File: src/rtl/fcd_pkg.sv
package fcd_pkg;
  typedef enum logic [2:0] {
    ST_IDLE, ST_UNL1, ST_UNL2, ST_PROG, ST_ERA3, ST_ERA4, ST_ERA5
  } seq_st_t;

  localparam logic [7:0] C_KEY_A  = 8'hAA;
  localparam logic [7:0] C_KEY_B  = 8'h55;
  localparam logic [7:0] C_PROG   = 8'hA0;
  localparam logic [7:0] C_ERASE  = 8'h80;
  localparam logic [7:0] C_CHIP   = 8'h10;
  localparam logic [7:0] C_SECT   = 8'h30;
  localparam logic [7:0] C_LOCK   = 8'h40;
  localparam logic [7:0] C_ID_IN  = 8'h90;
  localparam logic [7:0] C_ID_OUT = 8'hF0;

  typedef struct packed {
    logic prog;
    logic chip;
    logic sect;
    logic lock;
    logic id_in;
    logic id_out;
  } cmd_ev_t;
endpackage

File: src/rtl/fcd_seq_fsm.sv
module fcd_seq_fsm
  import fcd_pkg::*;
#(
  parameter int ADDR_W = 17,
  parameter logic [ADDR_W-1:0] KEY_ADDR_A = 17'h05555,
  parameter logic [ADDR_W-1:0] KEY_ADDR_B = 17'h02AAA
) (
  input  logic              clk,
  input  logic              rst_n,
  input  logic              wr_en,
  input  logic [ADDR_W-1:0] wr_addr,
  input  logic [7:0]        wr_data,
  input  logic              busy,
  output cmd_ev_t           hit,
  output cmd_ev_t           ev,
  output logic [ADDR_W-1:0] op_addr,
  output logic [7:0]        op_data
);
  function automatic logic cyc_is(input logic [ADDR_W-1:0] a, input logic [7:0] d,
                                  input logic [ADDR_W-1:0] ea, input logic [7:0] ed);
    return (a == ea) && (d == ed);
  endfunction

  seq_st_t st, st_nxt;
  logic take, restart, adv;

  assign take    = wr_en && !busy;
  assign restart = cyc_is(wr_addr, wr_data, KEY_ADDR_A, C_KEY_A);

  always_comb begin
    st_nxt = st;
    hit    = '0;
    adv    = 1'b0;
    if (take) begin
      case (st)
        ST_IDLE: if (restart) begin adv = 1'b1; st_nxt = ST_UNL1; end
        ST_UNL1: if (cyc_is(wr_addr, wr_data, KEY_ADDR_B, C_KEY_B)) begin
          adv = 1'b1; st_nxt = ST_UNL2;
        end
        ST_UNL2: if (wr_addr == KEY_ADDR_A) begin
          case (wr_data)
            C_PROG:   begin adv = 1'b1; st_nxt = ST_PROG; end
            C_ERASE:  begin adv = 1'b1; st_nxt = ST_ERA3; end
            C_ID_IN:  begin adv = 1'b1; st_nxt = ST_IDLE; hit.id_in = 1'b1; end
            C_ID_OUT: begin adv = 1'b1; st_nxt = ST_IDLE; hit.id_out = 1'b1; end
            default:  adv = 1'b0;
          endcase
        end
        ST_PROG: begin adv = 1'b1; st_nxt = ST_IDLE; hit.prog = 1'b1; end
        ST_ERA3: if (restart) begin adv = 1'b1; st_nxt = ST_ERA4; end
        ST_ERA4: if (cyc_is(wr_addr, wr_data, KEY_ADDR_B, C_KEY_B)) begin
          adv = 1'b1; st_nxt = ST_ERA5;
        end
        ST_ERA5: begin
          if (wr_data == C_SECT) begin
            adv = 1'b1; st_nxt = ST_IDLE; hit.sect = 1'b1;
          end else if (cyc_is(wr_addr, wr_data, KEY_ADDR_A, C_CHIP)) begin
            adv = 1'b1; st_nxt = ST_IDLE; hit.chip = 1'b1;
          end else if (cyc_is(wr_addr, wr_data, KEY_ADDR_A, C_LOCK)) begin
            adv = 1'b1; st_nxt = ST_IDLE; hit.lock = 1'b1;
          end
        end
        default: adv = 1'b0;
      endcase
      if (!adv) begin
        st_nxt     = restart ? ST_UNL1 : ST_IDLE;
        hit.id_out = !restart && (wr_data == C_ID_OUT);
      end
    end
  end

  always_ff @(posedge clk or negedge rst_n) begin
    if (!rst_n) begin
      st      <= ST_IDLE;
      ev      <= '0;
      op_addr <= '0;
      op_data <= '0;
    end else begin
      st <= st_nxt;
      ev <= hit;
      if (hit.prog || hit.sect) op_addr <= wr_addr;
      if (hit.prog) op_data <= wr_data;
    end
  end

  a_r12_one_strobe: assert property (@(posedge clk) disable iff (!rst_n)
    $onehot0(ev));
  a_r10_busy_quiet: assert property (@(posedge clk) disable iff (!rst_n)
    (busy && wr_en) |=> (ev == '0));
  a_r10_busy_hold: assert property (@(posedge clk) disable iff (!rst_n)
    busy |=> $stable(st));
  a_r3_prog_single: assert property (@(posedge clk) disable iff (!rst_n)
    ev.prog |=> !ev.prog);
  a_r2_second_key: assert property (@(posedge clk) disable iff (!rst_n)
    (st == ST_UNL2) |-> ($past(st) == ST_UNL1 || $past(st) == ST_UNL2));
endmodule

File: src/rtl/fcd_id_reg.sv
module fcd_id_reg #(
  parameter int ADDR_W = 17,
  parameter logic [7:0] MFR_CODE = 8'h1F,
  parameter logic [7:0] DEV_CODE = 8'h82
) (
  input  logic              clk,
  input  logic              rst_n,
  input  logic              set_id,
  input  logic              clr_id,
  input  logic              boot_locked,
  input  logic [ADDR_W-1:0] rd_addr,
  output logic              id_mode,
  output logic [7:0]        rd_data
);
  function automatic logic [7:0] id_lookup(input logic [ADDR_W-1:0] a, input logic lk);
    if (a == ADDR_W'(0)) return MFR_CODE;
    if (a == ADDR_W'(1)) return DEV_CODE;
    if (a == ADDR_W'(2)) return {7'b0, lk};
    return 8'h00;
  endfunction

  always_ff @(posedge clk or negedge rst_n) begin
    if (!rst_n)      id_mode <= 1'b0;
    else if (set_id) id_mode <= 1'b1;
    else if (clr_id) id_mode <= 1'b0;
  end

  assign rd_data = id_mode ? id_lookup(rd_addr, boot_locked) : 8'h00;

  a_r7_enter_sets: assert property (@(posedge clk) disable iff (!rst_n)
    set_id |=> id_mode);
  a_r8_exit_clears: assert property (@(posedge clk) disable iff (!rst_n)
    clr_id |=> !id_mode);
endmodule

File: src/rtl/flash_cmd_decoder.sv
module flash_cmd_decoder
  import fcd_pkg::*;
#(
  parameter int ADDR_W = 17,
  parameter logic [ADDR_W-1:0] KEY_ADDR_A = 17'h05555,
  parameter logic [ADDR_W-1:0] KEY_ADDR_B = 17'h02AAA,
  parameter logic [7:0] MFR_CODE = 8'h1F,
  parameter logic [7:0] DEV_CODE = 8'h82
) (
  input  logic              clk,
  input  logic              rst_n,
  input  logic              wr_en,
  input  logic [ADDR_W-1:0] wr_addr,
  input  logic [7:0]        wr_data,
  input  logic              busy,
  input  logic              boot_locked,
  input  logic [ADDR_W-1:0] rd_addr,
  output logic [7:0]        rd_data,
  output logic              id_mode,
  output logic              prog_go,
  output logic [ADDR_W-1:0] prog_addr,
  output logic [7:0]        prog_data,
  output logic              chip_erase_go,
  output logic              sect_erase_go,
  output logic [ADDR_W-1:0] sect_addr,
  output logic              lock_go,
  output logic              id_enter_go,
  output logic              id_exit_go
);
  cmd_ev_t           hit, ev;
  logic [ADDR_W-1:0] op_addr;
  logic [7:0]        op_data;

  fcd_seq_fsm #(.ADDR_W(ADDR_W), .KEY_ADDR_A(KEY_ADDR_A), .KEY_ADDR_B(KEY_ADDR_B)) u_fsm (
    .clk(clk), .rst_n(rst_n), .wr_en(wr_en), .wr_addr(wr_addr), .wr_data(wr_data),
    .busy(busy), .hit(hit), .ev(ev), .op_addr(op_addr), .op_data(op_data)
  );

  fcd_id_reg #(.ADDR_W(ADDR_W), .MFR_CODE(MFR_CODE), .DEV_CODE(DEV_CODE)) u_id (
    .clk(clk), .rst_n(rst_n), .set_id(hit.id_in), .clr_id(hit.id_out),
    .boot_locked(boot_locked), .rd_addr(rd_addr), .id_mode(id_mode), .rd_data(rd_data)
  );

  assign prog_go       = ev.prog;
  assign chip_erase_go = ev.chip;
  assign sect_erase_go = ev.sect;
  assign lock_go       = ev.lock;
  assign id_enter_go   = ev.id_in;
  assign id_exit_go    = ev.id_out;
  assign prog_addr     = op_addr;
  assign sect_addr     = op_addr;
  assign prog_data     = op_data;

  a_r7_flag_with_strobe: assert property (@(posedge clk) disable iff (!rst_n)
    id_enter_go |-> id_mode);
  a_r8_flag_off_with_strobe: assert property (@(posedge clk) disable iff (!rst_n)
    id_exit_go |-> !id_mode);
endmodule

File: config.mk
export PLATFORM = sky130hd
export DESIGN_NAME = flash_cmd_decoder
export DESIGN_NICKNAME = d
export VERILOG_FILES = /design/src/rtl/fcd_pkg.sv /design/src/rtl/fcd_seq_fsm.sv /design/src/rtl/fcd_id_reg.sv /design/src/rtl/flash_cmd_decoder.sv
export SDC_FILE = /design/constraint.sdc
export NUM_CORES = 1
export LEC_CHECK = 0
export BUFFER_PORTS_ARGS = -buffer_cell sky130_fd_sc_hd__clkbuf_2
export CORE_AREA = 4 4 90 92
export CTS_CLUSTER_SIZE = 30
export DETAILED_ROUTE_END_ITERATION = 10
export DIE_AREA = 0 0 94 96
export PLACE_DENSITY = 0.58
export SYNTH_ARGS = -nofsm -noshare
export SYNTH_HDL_FRONTEND = slang
export SYNTH_SLANG_ARGS = --single-unit
File: constraint.sdc
create_clock -name clk -period 4.9 [get_ports clk]
set_input_delay 0.735 -clock clk [delete_from_list [all_inputs] [get_ports clk]]
set_output_delay 0.735 -clock clk [all_outputs]
set_load 0.05 [all_outputs]
==> results.py <==
metrics = {
    "cts": {
        "clock-sinks": 35,
        "clk_latency_ns": 0.28,
        "cts_setup_buffers": 0,
        "cts_buffers": 5,
        "htree_num_levels": 2,
        "cts_root_buffer": "sky130_fd_sc_hd__clkbuf_8",
        "clock_tree_from_tritoncts": "built",
        "post_cts_hold_buffer_count": 0,
        "post_cts_resized": 0,
        "clk_pin_slew_ns": 0.07,
        "cts.path.max_buffers": 2,
    },
    "setup_path": {
        "critical-path-top-delay-family": "simple AND/OR/NAND/NOR gates",
        "timing.setup.critical_path_class": "input port to output port",
        "critical_path.startpoint_type": "input port",
        "critical-path-max-stage-delay_ns": 0.34,
        "path_max_fanout": 3,
        "critical_path.n_buffers_inverters": 2,
        "required_ns": 4.16,
        "cp-end-kind": "output port",
        "cp_common_cell": "sky130_fd_sc_hd__clkbuf_2",
        "crit_slowest_cell": "sky130_fd_sc_hd__clkbuf_2",
        "regToRegSetupSlack_ns": 2.70,
        "critical_path_cell_by_cell": "clkbuf_2, nor4_1, nand4_1, nor3_1, clkbuf_2",
        "endpoint_arrival_time_on_the_critical_path_ns": 1.92,
    },
    "timing": {
        "final.setup_skew_ns": 0.00268,
        "transition_time_at_the_pin_with_the_least_slew_margin_ns": 0.929,
        "total_negative_setup_slacks_ns": 0,
        "finalHoldViolCount": 0,
        "post-route-min-period_ns": 2.66,
        "drv_slew": 0,
        "maxClockFrequency_mhz": 376,
        "setup_viol_count_final": 0,
        "max_slew_margin_pct": 38.1,
        "unrepaired_setup_endpoints_after_global_routing": "false",
        "final_critical_path_setup_slack_ns": 2.24,
        "timing.final.crit_share_pct": 54.3,
    },
    "placed_design": {
        "dp_slack_ns": 2.07,
        "dpl_cell_area_sq_mm": 0.00242,
        "gp_congestion": 0.831,
        "dp_cells": 351,
        "placement.io_buffers": 101,
        "detailed_place_hpwl_mm": 4.21,
    },
    "finish": {
        "fin_area_sq_mm": 0.00253,
        "nets": 306,
        "fin_cells": 358,
        "fill_cells": 759,
        "layout-area-overhead-vs-synth_pct": 26.4,
        "drive_gt1_share_pct": 53.7,
        "antennaDiodeCount": 0,
    },
    "logic_synthesis": {
        "synthCells": 177,
        "yosysTopAreaCell": "sky130_fd_sc_hd__dfrtp_1",
        "postSynth.topFlopCell": "sky130_fd_sc_hd__dfrtp_1",
        "commonest_cells_in_the_netlist": "35 x sky130_fd_sc_hd__dfrtp_1, 21 x sky130_fd_sc_hd__buf_4, 15 x sky130_fd_sc_hd__mux2_2",
        "synth-edff-count": 0,
        "yosys.area.top_type_share_pct": 43.8,
        "synth_cell_types": 47,
        "synth_seq_area_share_pct": 43.8,
        "mappedNetlistArea_sq_mm": 0.00200,
        "ys_seq_elements": 35,
        "synthTopCellsByArea": "sky130_fd_sc_hd__dfrtp_1 44%, sky130_fd_sc_hd__mux2_2 8.5%, sky130_fd_sc_hd__buf_4 7.9%",
        "average_instance_area_after_synthesis_sq_um": 11.3,
        "synthesis.yosys.warnings": 0,
        "share_of_flip_flops_with_an_asynchronous_set_or_reset_after_synthesis_pct": 100,
        "most_instantiated_library_cell_after_synthesis": "sky130_fd_sc_hd__dfrtp_1",
    },
    "die": {
        "core_footprint_sq_mm": 0.00721,
        "dieHeight_microns": 96,
        "row_count": 31,
        "floorplan.die.width_microns": 94,
        "initial_core_util_pct": 27.7,
        "die-area_sq_mm": 0.00902,
        "io_pins": 104,
    },
    "power": {
        "leakage_power_uw": 0.00131,
        "pwr_density_cell_mw_per_mm2": 263,
        "vdd_ir_drop_max_uv": 151,
    },
    "detailed_routing": {
        "initialDrtViolationCount": 101,
        "num_vias": 1626,
        "route.detailed.vias_per_inst": 4.54,
        "drc": 0,
        "dr.pass1.iters": 4,
        "wl_per_cell_microns": 14.8,
        "drt.antenna.violating_nets": 0,
        "total_length_of_routed_wires_mm": 5.29,
    },
    "run_status": {
        "result_of_the_run": "completed",
    },
    "global_routing": {
        "grt_pass1_vias": 1565,
        "grt_max_degree": 36,
        "antenna_violations_before_repair": 0,
        "grt_overflow_total": 0,
        "grt_first_pass_wirelength_mm": 8.07,
        "track_usage_pct": 11.6,
    },
    "flow_run": {
        "max_cap_viol_count": 0,
    },
    "hold_path": {
        "min-delay-path-class": "flip-flop to flip-flop",
    },
}
cell usage in the layout (no fill, tap or decap), drive strengths merged, types with 4 or more instances in the layout:
master,count
clkbuf,107
dfrtp,35
mux2,25
nand2,5
nand3,4
nand4,5
nor2,10
nor2b,5
nor3,7
nor3b,4
nor4,5
nor4bb,4
o21ai,4
report_power, final:
group	internal (uW)	total (uW)	switching (uW)
logic	33.7	112	78.0
clock network	149	250	101
registers	297	301	4.93
registers in the layout (all words and copies together), names as in the netlist:
signal,flops
u_fsm.op_data,8
u_fsm.ev,6
u_fsm.op_addr,17
u_fsm.st,3
u_id.id_mode,1
final timing paths:
| kind | from | to | cells after the start |
|---|---|---|---|
| setup / recovery | rd_addr[12] | rd_data[3] | 5 |
| hold / removal | u_fsm.op_data[1] | u_fsm.op_data[1] | 1 |
| setup reg to reg | u_fsm.st[2] | u_fsm.op_addr[2] | 4 |
| hold reg to reg | u_fsm.op_data[1] | u_fsm.op_data[1] | 1 |
| max in group asynchronous | rst_n | u_fsm.op_addr[14] | 1 |
| min in group asynchronous | rst_n | u_fsm.st[1] | 1 |
per-stage QoR:
step / utilization [%] / total power, uW / hold WS (ns)
5_1_grt: 35.0 / 692 / 0.537
3_3_place_gp: 33.6 / 419 / 0.491
2_1_floorplan: - / 378 / 0.439
6_report: 35.0 / 663 / 0.510
3_5_place_dp: 33.6 / 420 / 0.498
4_1_cts: 35.0 / 675 / 0.514
layout make-up:
cell class / count / area, sq um / area share, %
clock inverters: 1 / 30.0 / 1.19
repair buffers: 101 / 505 / 20.0
inverters: 3 / 11.3 / 0.446
well taps: 99 / 124 / 4.90
clock buffers: 6 / 72.6 / 2.87
multi-input cells: 113 / 907 / 35.9
flip-flops and latches: 35 / 876 / 34.7
cell families (layout without fill, tap and decap cells):
kind of cell,Yosys count,count (layout),synth area share (%)
compound gates,17,17,6.07
buf+inv,30,111,11.0
flops,35,35,43.8
mux,25,25,16.0
other cells,1,2,0.188
simple gates,69,69,23.0
routing by layer:
layer	vias up	share of wire [%]	GRT usage (%)
met4	0	1.3	3.97
met1	741	45	15.9
met3	7	8.8	2.89
met5	-	0	0
li1	793	-	-
met2	85	45	17.7
Power figures use the tool's default switching activity.
